## config.mk

```make
export PLATFORM = sky130hd
export DESIGN_NAME = dual_mac
export DESIGN_NICKNAME = d
export VERILOG_FILES = /design/src/rtl/dual_mac_pkg.sv /design/src/rtl/mac_half_pick.sv /design/src/rtl/mac_product.sv /design/src/rtl/mac_acc_next.sv /design/src/rtl/dual_mac.sv
export SDC_FILE = /design/constraint.sdc
export NUM_CORES = 2
export LEC_CHECK = 0
export ABC_CLOCK_PERIOD_IN_PS = 3610
export BUFFER_PORTS_ARGS = -buffer_cell sky130_fd_sc_hd__buf_2
export CORE_ASPECT_RATIO = 0.6
export CORE_UTILIZATION = 50
export CTS_CLUSTER_SIZE = 24
export DETAILED_ROUTE_END_ITERATION = 10
export GPL_TIMING_DRIVEN = 0
export PLACE_DENSITY = 0.71
export RECOVER_POWER = 100
export SETUP_SLACK_MARGIN = 0.02
export SLEW_MARGIN = 20
export SYNTH_ARGS = -nofsm -noshare
export SYNTH_HDL_FRONTEND = slang
export SYNTH_SLANG_ARGS = --single-unit
```

## constraint.sdc

```tcl
create_clock -name clk -period 3.61 [get_ports clk]
set_input_delay 0.5415 -clock clk [delete_from_list [all_inputs] [get_ports clk]]
set_output_delay 0.5415 -clock clk [all_outputs]
set_load 0.02 [all_outputs]
```

## src/rtl/dual_mac_pkg.sv

```systemverilog
package dual_mac_pkg;
    parameter int HALF_W = 16;
    parameter int SRC_W  = 2 * HALF_W;
    parameter int ACC_W  = 40;
    parameter int NLANE  = 2;

    typedef enum logic [1:0] {
        OP_HOLD = 2'b00,
        OP_SET  = 2'b01,
        OP_ADD  = 2'b10,
        OP_SUB  = 2'b11
    } mac_op_e;
endpackage

```

## src/rtl/mac_half_pick.sv

```systemverilog
module mac_half_pick #(
    parameter int HW = 16
) (
    input  logic [2*HW-1:0] word,
    input  logic            use_hi,
    output logic [HW-1:0]   half
);
    always_comb begin
        half = use_hi ? word[2*HW-1:HW] : word[HW-1:0];
    end
endmodule

```

## src/rtl/mac_product.sv

```systemverilog
module mac_product #(
    parameter int HW = 16,
    parameter int AW = 40
) (
    input  logic [HW-1:0] opa,
    input  logic [HW-1:0] opb,
    input  logic          mixed,
    output logic [AW-1:0] prod
);
    localparam int PW = 2 * HW + 2;
    localparam int GUARD = AW - PW;

    logic signed [HW:0]   a_ext;
    logic signed [HW:0]   b_ext;
    logic signed [PW-1:0] raw;
    logic signed [PW-1:0] scaled;

    always_comb begin
        a_ext  = {opa[HW-1], opa};
        b_ext  = mixed ? {1'b0, opb} : {opb[HW-1], opb};
        raw    = PW'(a_ext * b_ext);
        scaled = mixed ? raw : (raw <<< 1);
        prod   = {{GUARD{scaled[PW-1]}}, scaled};
    end
endmodule

```

## src/rtl/mac_acc_next.sv

```systemverilog
module mac_acc_next
    import dual_mac_pkg::*;
#(
    parameter int AW = 40
) (
    input  logic [AW-1:0] acc,
    input  logic [AW-1:0] prod,
    input  logic          valid,
    input  logic [1:0]    op,
    input  logic          clr,
    output logic [AW-1:0] acc_nx
);
    always_comb begin
        acc_nx = acc;
        if (clr) begin
            acc_nx = '0;
        end else if (valid) begin
            unique case (mac_op_e'(op))
                OP_SET:  acc_nx = prod;
                OP_ADD:  acc_nx = acc + prod;
                OP_SUB:  acc_nx = acc - prod;
                default: acc_nx = acc;
            endcase
        end
    end
endmodule

```

## src/rtl/dual_mac.sv

```systemverilog
module dual_mac
    import dual_mac_pkg::*;
(
    input  logic        clk,
    input  logic        rst_n,
    input  logic        clr,
    input  logic        l0_valid,
    input  logic [1:0]  l0_op,
    input  logic [31:0] l0_src_a,
    input  logic [31:0] l0_src_b,
    input  logic        l0_a_hi,
    input  logic        l0_b_hi,
    input  logic        l1_valid,
    input  logic [1:0]  l1_op,
    input  logic [31:0] l1_src_a,
    input  logic [31:0] l1_src_b,
    input  logic        l1_a_hi,
    input  logic        l1_b_hi,
    input  logic        l1_mixed,
    output logic [31:0] acc0_word,
    output logic [31:0] acc1_word
);
    localparam int RD_W = SRC_W;

    typedef struct packed {
        logic [NLANE-1:0][ACC_W-1:0] acc;
    } mac_state_t;

    mac_state_t state_d, state_q;

    logic [NLANE-1:0][SRC_W-1:0]  src_a, src_b;
    logic [NLANE-1:0]             sel_a, sel_b, vld, mix;
    logic [NLANE-1:0][1:0]        opc;
    logic [NLANE-1:0][HALF_W-1:0] opa, opb;
    logic [NLANE-1:0][ACC_W-1:0]  prod, acc_nx;

    always_comb begin
        src_a = {l1_src_a, l0_src_a};
        src_b = {l1_src_b, l0_src_b};
        sel_a = {l1_a_hi, l0_a_hi};
        sel_b = {l1_b_hi, l0_b_hi};
        vld   = {l1_valid, l0_valid};
        opc   = {l1_op, l0_op};
        mix   = {l1_mixed, 1'b0};
    end

    for (genvar i = 0; i < NLANE; i++) begin : g_lane
        mac_half_pick #(.HW(HALF_W)) u_pick_a (
            .word(src_a[i]), .use_hi(sel_a[i]), .half(opa[i])
        );
        mac_half_pick #(.HW(HALF_W)) u_pick_b (
            .word(src_b[i]), .use_hi(sel_b[i]), .half(opb[i])
        );
        mac_product #(.HW(HALF_W), .AW(ACC_W)) u_prod (
            .opa(opa[i]), .opb(opb[i]), .mixed(mix[i]), .prod(prod[i])
        );
        mac_acc_next #(.AW(ACC_W)) u_next (
            .acc(state_q.acc[i]), .prod(prod[i]), .valid(vld[i]),
            .op(opc[i]), .clr(clr), .acc_nx(acc_nx[i])
        );
    end

    always_comb begin
        state_d = state_q;
        for (int i = 0; i < NLANE; i++) begin
            state_d.acc[i] = acc_nx[i];
        end
    end

    always_ff @(posedge clk or negedge rst_n) begin
        if (!rst_n) begin
            state_q <= '0;
        end else begin
            state_q <= state_d;
        end
    end

    assign acc0_word = state_q.acc[0][RD_W-1:0];
    assign acc1_word = state_q.acc[1][RD_W-1:0];
endmodule

```

==> flow_metrics.env <==
export IMPL_synth_distinct_cells=93
export IMPL_crit_family="adder cells"
export IMPL_cts_root_buf="clkbuf_16"
export IMPL_grt_antenna_before_repair=0
export IMPL_yosysMostFrequentCell="inv_1"
export IMPL_gp_congestion=1.03
export IMPL_path_max_fanout=7
export IMPL_portBuffers=199
export IMPL_dieWidth_um=311
export IMPL_io_pins=206
export IMPL_first_iter_violations=2826
export IMPL_synth_top_area_cell="fa_1"
export IMPL_violations="capacitance limit, slew limit, setup timing"
export IMPL_fill_cells=4364
export IMPL_clock_latency_ns=0.36
export IMPL_slew_viol_final=26
export IMPL_regToRegSetupSlack_ns=-0.07
export IMPL_crit_end="acc0_word[30]$_DFFE_PN0P_"
export IMPL_critPathKind="primary input to flip-flop"
export IMPL_rsz0062_at_grt="true"
export IMPL_postRouteAntennaNets=0
export IMPL_crit_arrival_ns=9.34
export IMPL_ys_ff_latch=63
export IMPL_min_period_over_period=2.51
export IMPL_initial_core_util=0.510
export IMPL_synthesis_area_um2=28700
export IMPL_critPathMaxStageDelay_ns=0.58
export IMPL_area_delta_synth_final_pct=33.0
export IMPL_ys_top_cells_by_area="fa_1 (37%), ha_1 (9.8%), inv_1 (8.7%)"
export IMPL_synth_top_family_by_area="adder cells"
export IMPL_die_y_um=188
export IMPL_cp_startpoint="l0_b_hi"
export IMPL_ctsLongestPathBuffers=2
export IMPL_hpwl_um=78400
export IMPL_cp_depth=38
export IMPL_setup_worst_path_end_class="flip-flop"
export IMPL_cap_viol_max_count=1
export IMPL_crit_path_start_kind="primary input"
export IMPL_synth_flop_cell="dfrtp_1"
export IMPL_wirelength_um=104000
export IMPL_worstPathRequired_ns=3.88
export IMPL_setup_viol_count_final=57
export IMPL_hold_viol_final=0
export IMPL_cts_buffers=9
export IMPL_multi_input_area_um2=28200
export IMPL_slew_headroom=-0.0672
export IMPL_synth_cells=3427
export IMPL_dpl_worst_slack_ns=-7.12
export IMPL_yosys_top_cells_count="inv_1 (666), fa_1 (528), nand2_1 (399), nor2_1 (382), ha_1 (225)"
export IMPL_synthAdderAreaFrac=0.466
export IMPL_r2r_end="acc1_word[30]$_DFFE_PN0P_"
export IMPL_cpMaxStageDelayCell="fa_1"
export IMPL_syn_area_per_cell_um2=8.38
export IMPL_r2r_start="acc1_word[0]$_DFFE_PN0P_"
export IMPL_vias=27400
export IMPL_period_needed_ns=9.06
export IMPL_wl_per_cell_um=22.0
export IMPL_synth_compound_area_frac=0.117
export IMPL_ff_latch_area_um2=1580
export IMPL_coreArea_um2=56300
export IMPL_cts_tree="built"
export IMPL_die_area_um2=58400
export IMPL_worst_slack_ns=-5.45
export IMPL_synth_nets=4322
export IMPL_vias_per_cell=5.81
export IMPL_crit_path_frequent_cell="fa_1"
export IMPL_grt_pass1_vias=27300
export IMPL_cts_sinks=63
export IMPL_fmax_mhz=110
export IMPL_drc=0
export IMPL_yosys_warnings=0
export IMPL_grt_pass1_wl_um=157000
export IMPL_reg2reg_depth=18
export IMPL_synthSimpleGateAreaFrac=0.153
export IMPL_synth_edf_count=0
export IMPL_path_buf_inv=10
export IMPL_synth_top_area_frac=0.368
export IMPL_nNetsFinal=4838
export IMPL_worst_pin_slew_ns=1.60
export IMPL_grt_max_degree=40
export IMPL_muxShareOfSynthArea=0.0557
export IMPL_clk_pin_slew_ns=0.06
export IMPL_drive_above_1_share=0.288
export IMPL_hold_class="flip-flop to flip-flop"
export IMPL_gr_total_overflow=0
export IMPL_grtUsageTotal=0.349
export IMPL_rows=67
export IMPL_status="finished with violations"
export IMPL_clock_skew_final_ns=0.0148
export IMPL_htree_levels=3
export IMPL_dr_pass1_iters=6
export IMPL_ys_async_sr_fraction=1.00
export IMPL_ys_seq_area_frac=0.0549
export IMPL_synth_xor_area_frac=0.0527
cell type report:
cell class,count,share of cell area
antenna,1,0.0000655
buffer,90,0.0241
clock buffer,9,0.00590
clock inverter,7,0.00147
inverter,668,0.0663
multi-input combinational,2600,0.737
sequential,63,0.0413
tap,759,0.0249
timing repair buffer,511,0.0988
state kept, by name, indices dropped and copies added, names as in the netlist:
register,flops
acc0_word,31
acc1_word,32
per-layer routing:
layer	share of wire	vias to the layer above	wire, um	global-route usage
met5	0.00083	-	86	0.0130
met4	0.018	2	1830	0.0491
met3	0.14	191	14900	0.135
met2	0.39	1694	40800	0.471
met1	0.45	13500	46200	0.531
li1	-	11900	-	-
metrics by stage:
stage / instances / hold WS, ns / setup TNS (ns) / instance area, um2 / util
2_1_floorplan: 3427 / 0.246 / -198.27 / 30200 / -
5_1_grt: 4707 / 0.538 / -232.47 / 38200 / 0.679
3_3_place_gp: 4385 / 0.494 / -272.09 / 32100 / 0.571
4_1_cts: 4612 / 0.117 / -212.09 / 36200 / 0.644
3_5_place_dp: 4386 / 0.495 / -272.64 / 32100 / 0.571
6_report: 4708 / 0.522 / -221.54 / 38200 / 0.679
cell families (layout without fill, tap and decap cells):
family	Yosys count	in the layout
muxes	151	152
other	1	2
xor gates and xnor gates	171	171
DFF	63	63
and+or+nand+nor	1009	1009
AOI/OAI and AO/OA	514	514
buffers and inverters	765	1285
adders and majority gates	753	753
worst min-delay path, cell delays in order (launching register included):
cell	delay, ns
dfrtp_1	0.37
nand2_1	0.05
o21ai_0	0.06
worst min path at each step:
stage                                    from  slack [ns]  depth (start not counted)                        end
floorplan                               rst_n        0.25                          0  acc0_word[10]$_DFFE_PN0P_
global placement    acc0_word[14]$_DFFE_PN0P_        0.49                          2  acc0_word[14]$_DFFE_PN0P_
detailed placement                      rst_n        0.50                          1   acc1_word[6]$_DFFE_PN0P_
CTS                                     rst_n        0.12                          1   acc1_word[6]$_DFFE_PN0P_
global route        acc0_word[24]$_DFFE_PN0P_        0.54                          2  acc0_word[24]$_DFFE_PN0P_
finish              acc0_word[20]$_DFFE_PN0P_        0.52                          2  acc0_word[20]$_DFFE_PN0P_
what timing repair did:
action                                  in CTS  in global routing
gates resized for setup                    416                298
endpoints found under the setup margin      61                 60
pin swaps                                  163                203
hold buffers                                 0                  0
gates cloned                                 9                  0
buffers inserted                           213                112
cells in the final DEF, fill, tap and decap left out, types with 18 or more instances in the layout:
master	instances
nor2b_1	19
inv_2	33
xnor2_1	71
nor2_1	350
ha_4	49
clkbuf_1	94
a21oi_1	71
mux2_4	33
buf_2	136
xnor2_2	26
nor3_1	22
ha_1	159
nand2_1	369
nand2b_1	20
buf_12	27
fa_2	19
buf_6	35
buf_4	255
mux2i_1	23
a21o_1	41
o21ai_0	50
nand3_1	24
mux2i_4	58
a21oi_2	48
a21oi_4	18
nor2_2	19
o21ai_2	20
xor2_1	53
nand2_2	26
fa_1	509
o21ai_1	54
mux2_2	32
inv_1	630
o21a_1	19
dfrtp_1	63
Power is not shown: default switching activity piles up to over one toggle a cycle in this logic, so the estimate is an artifact.
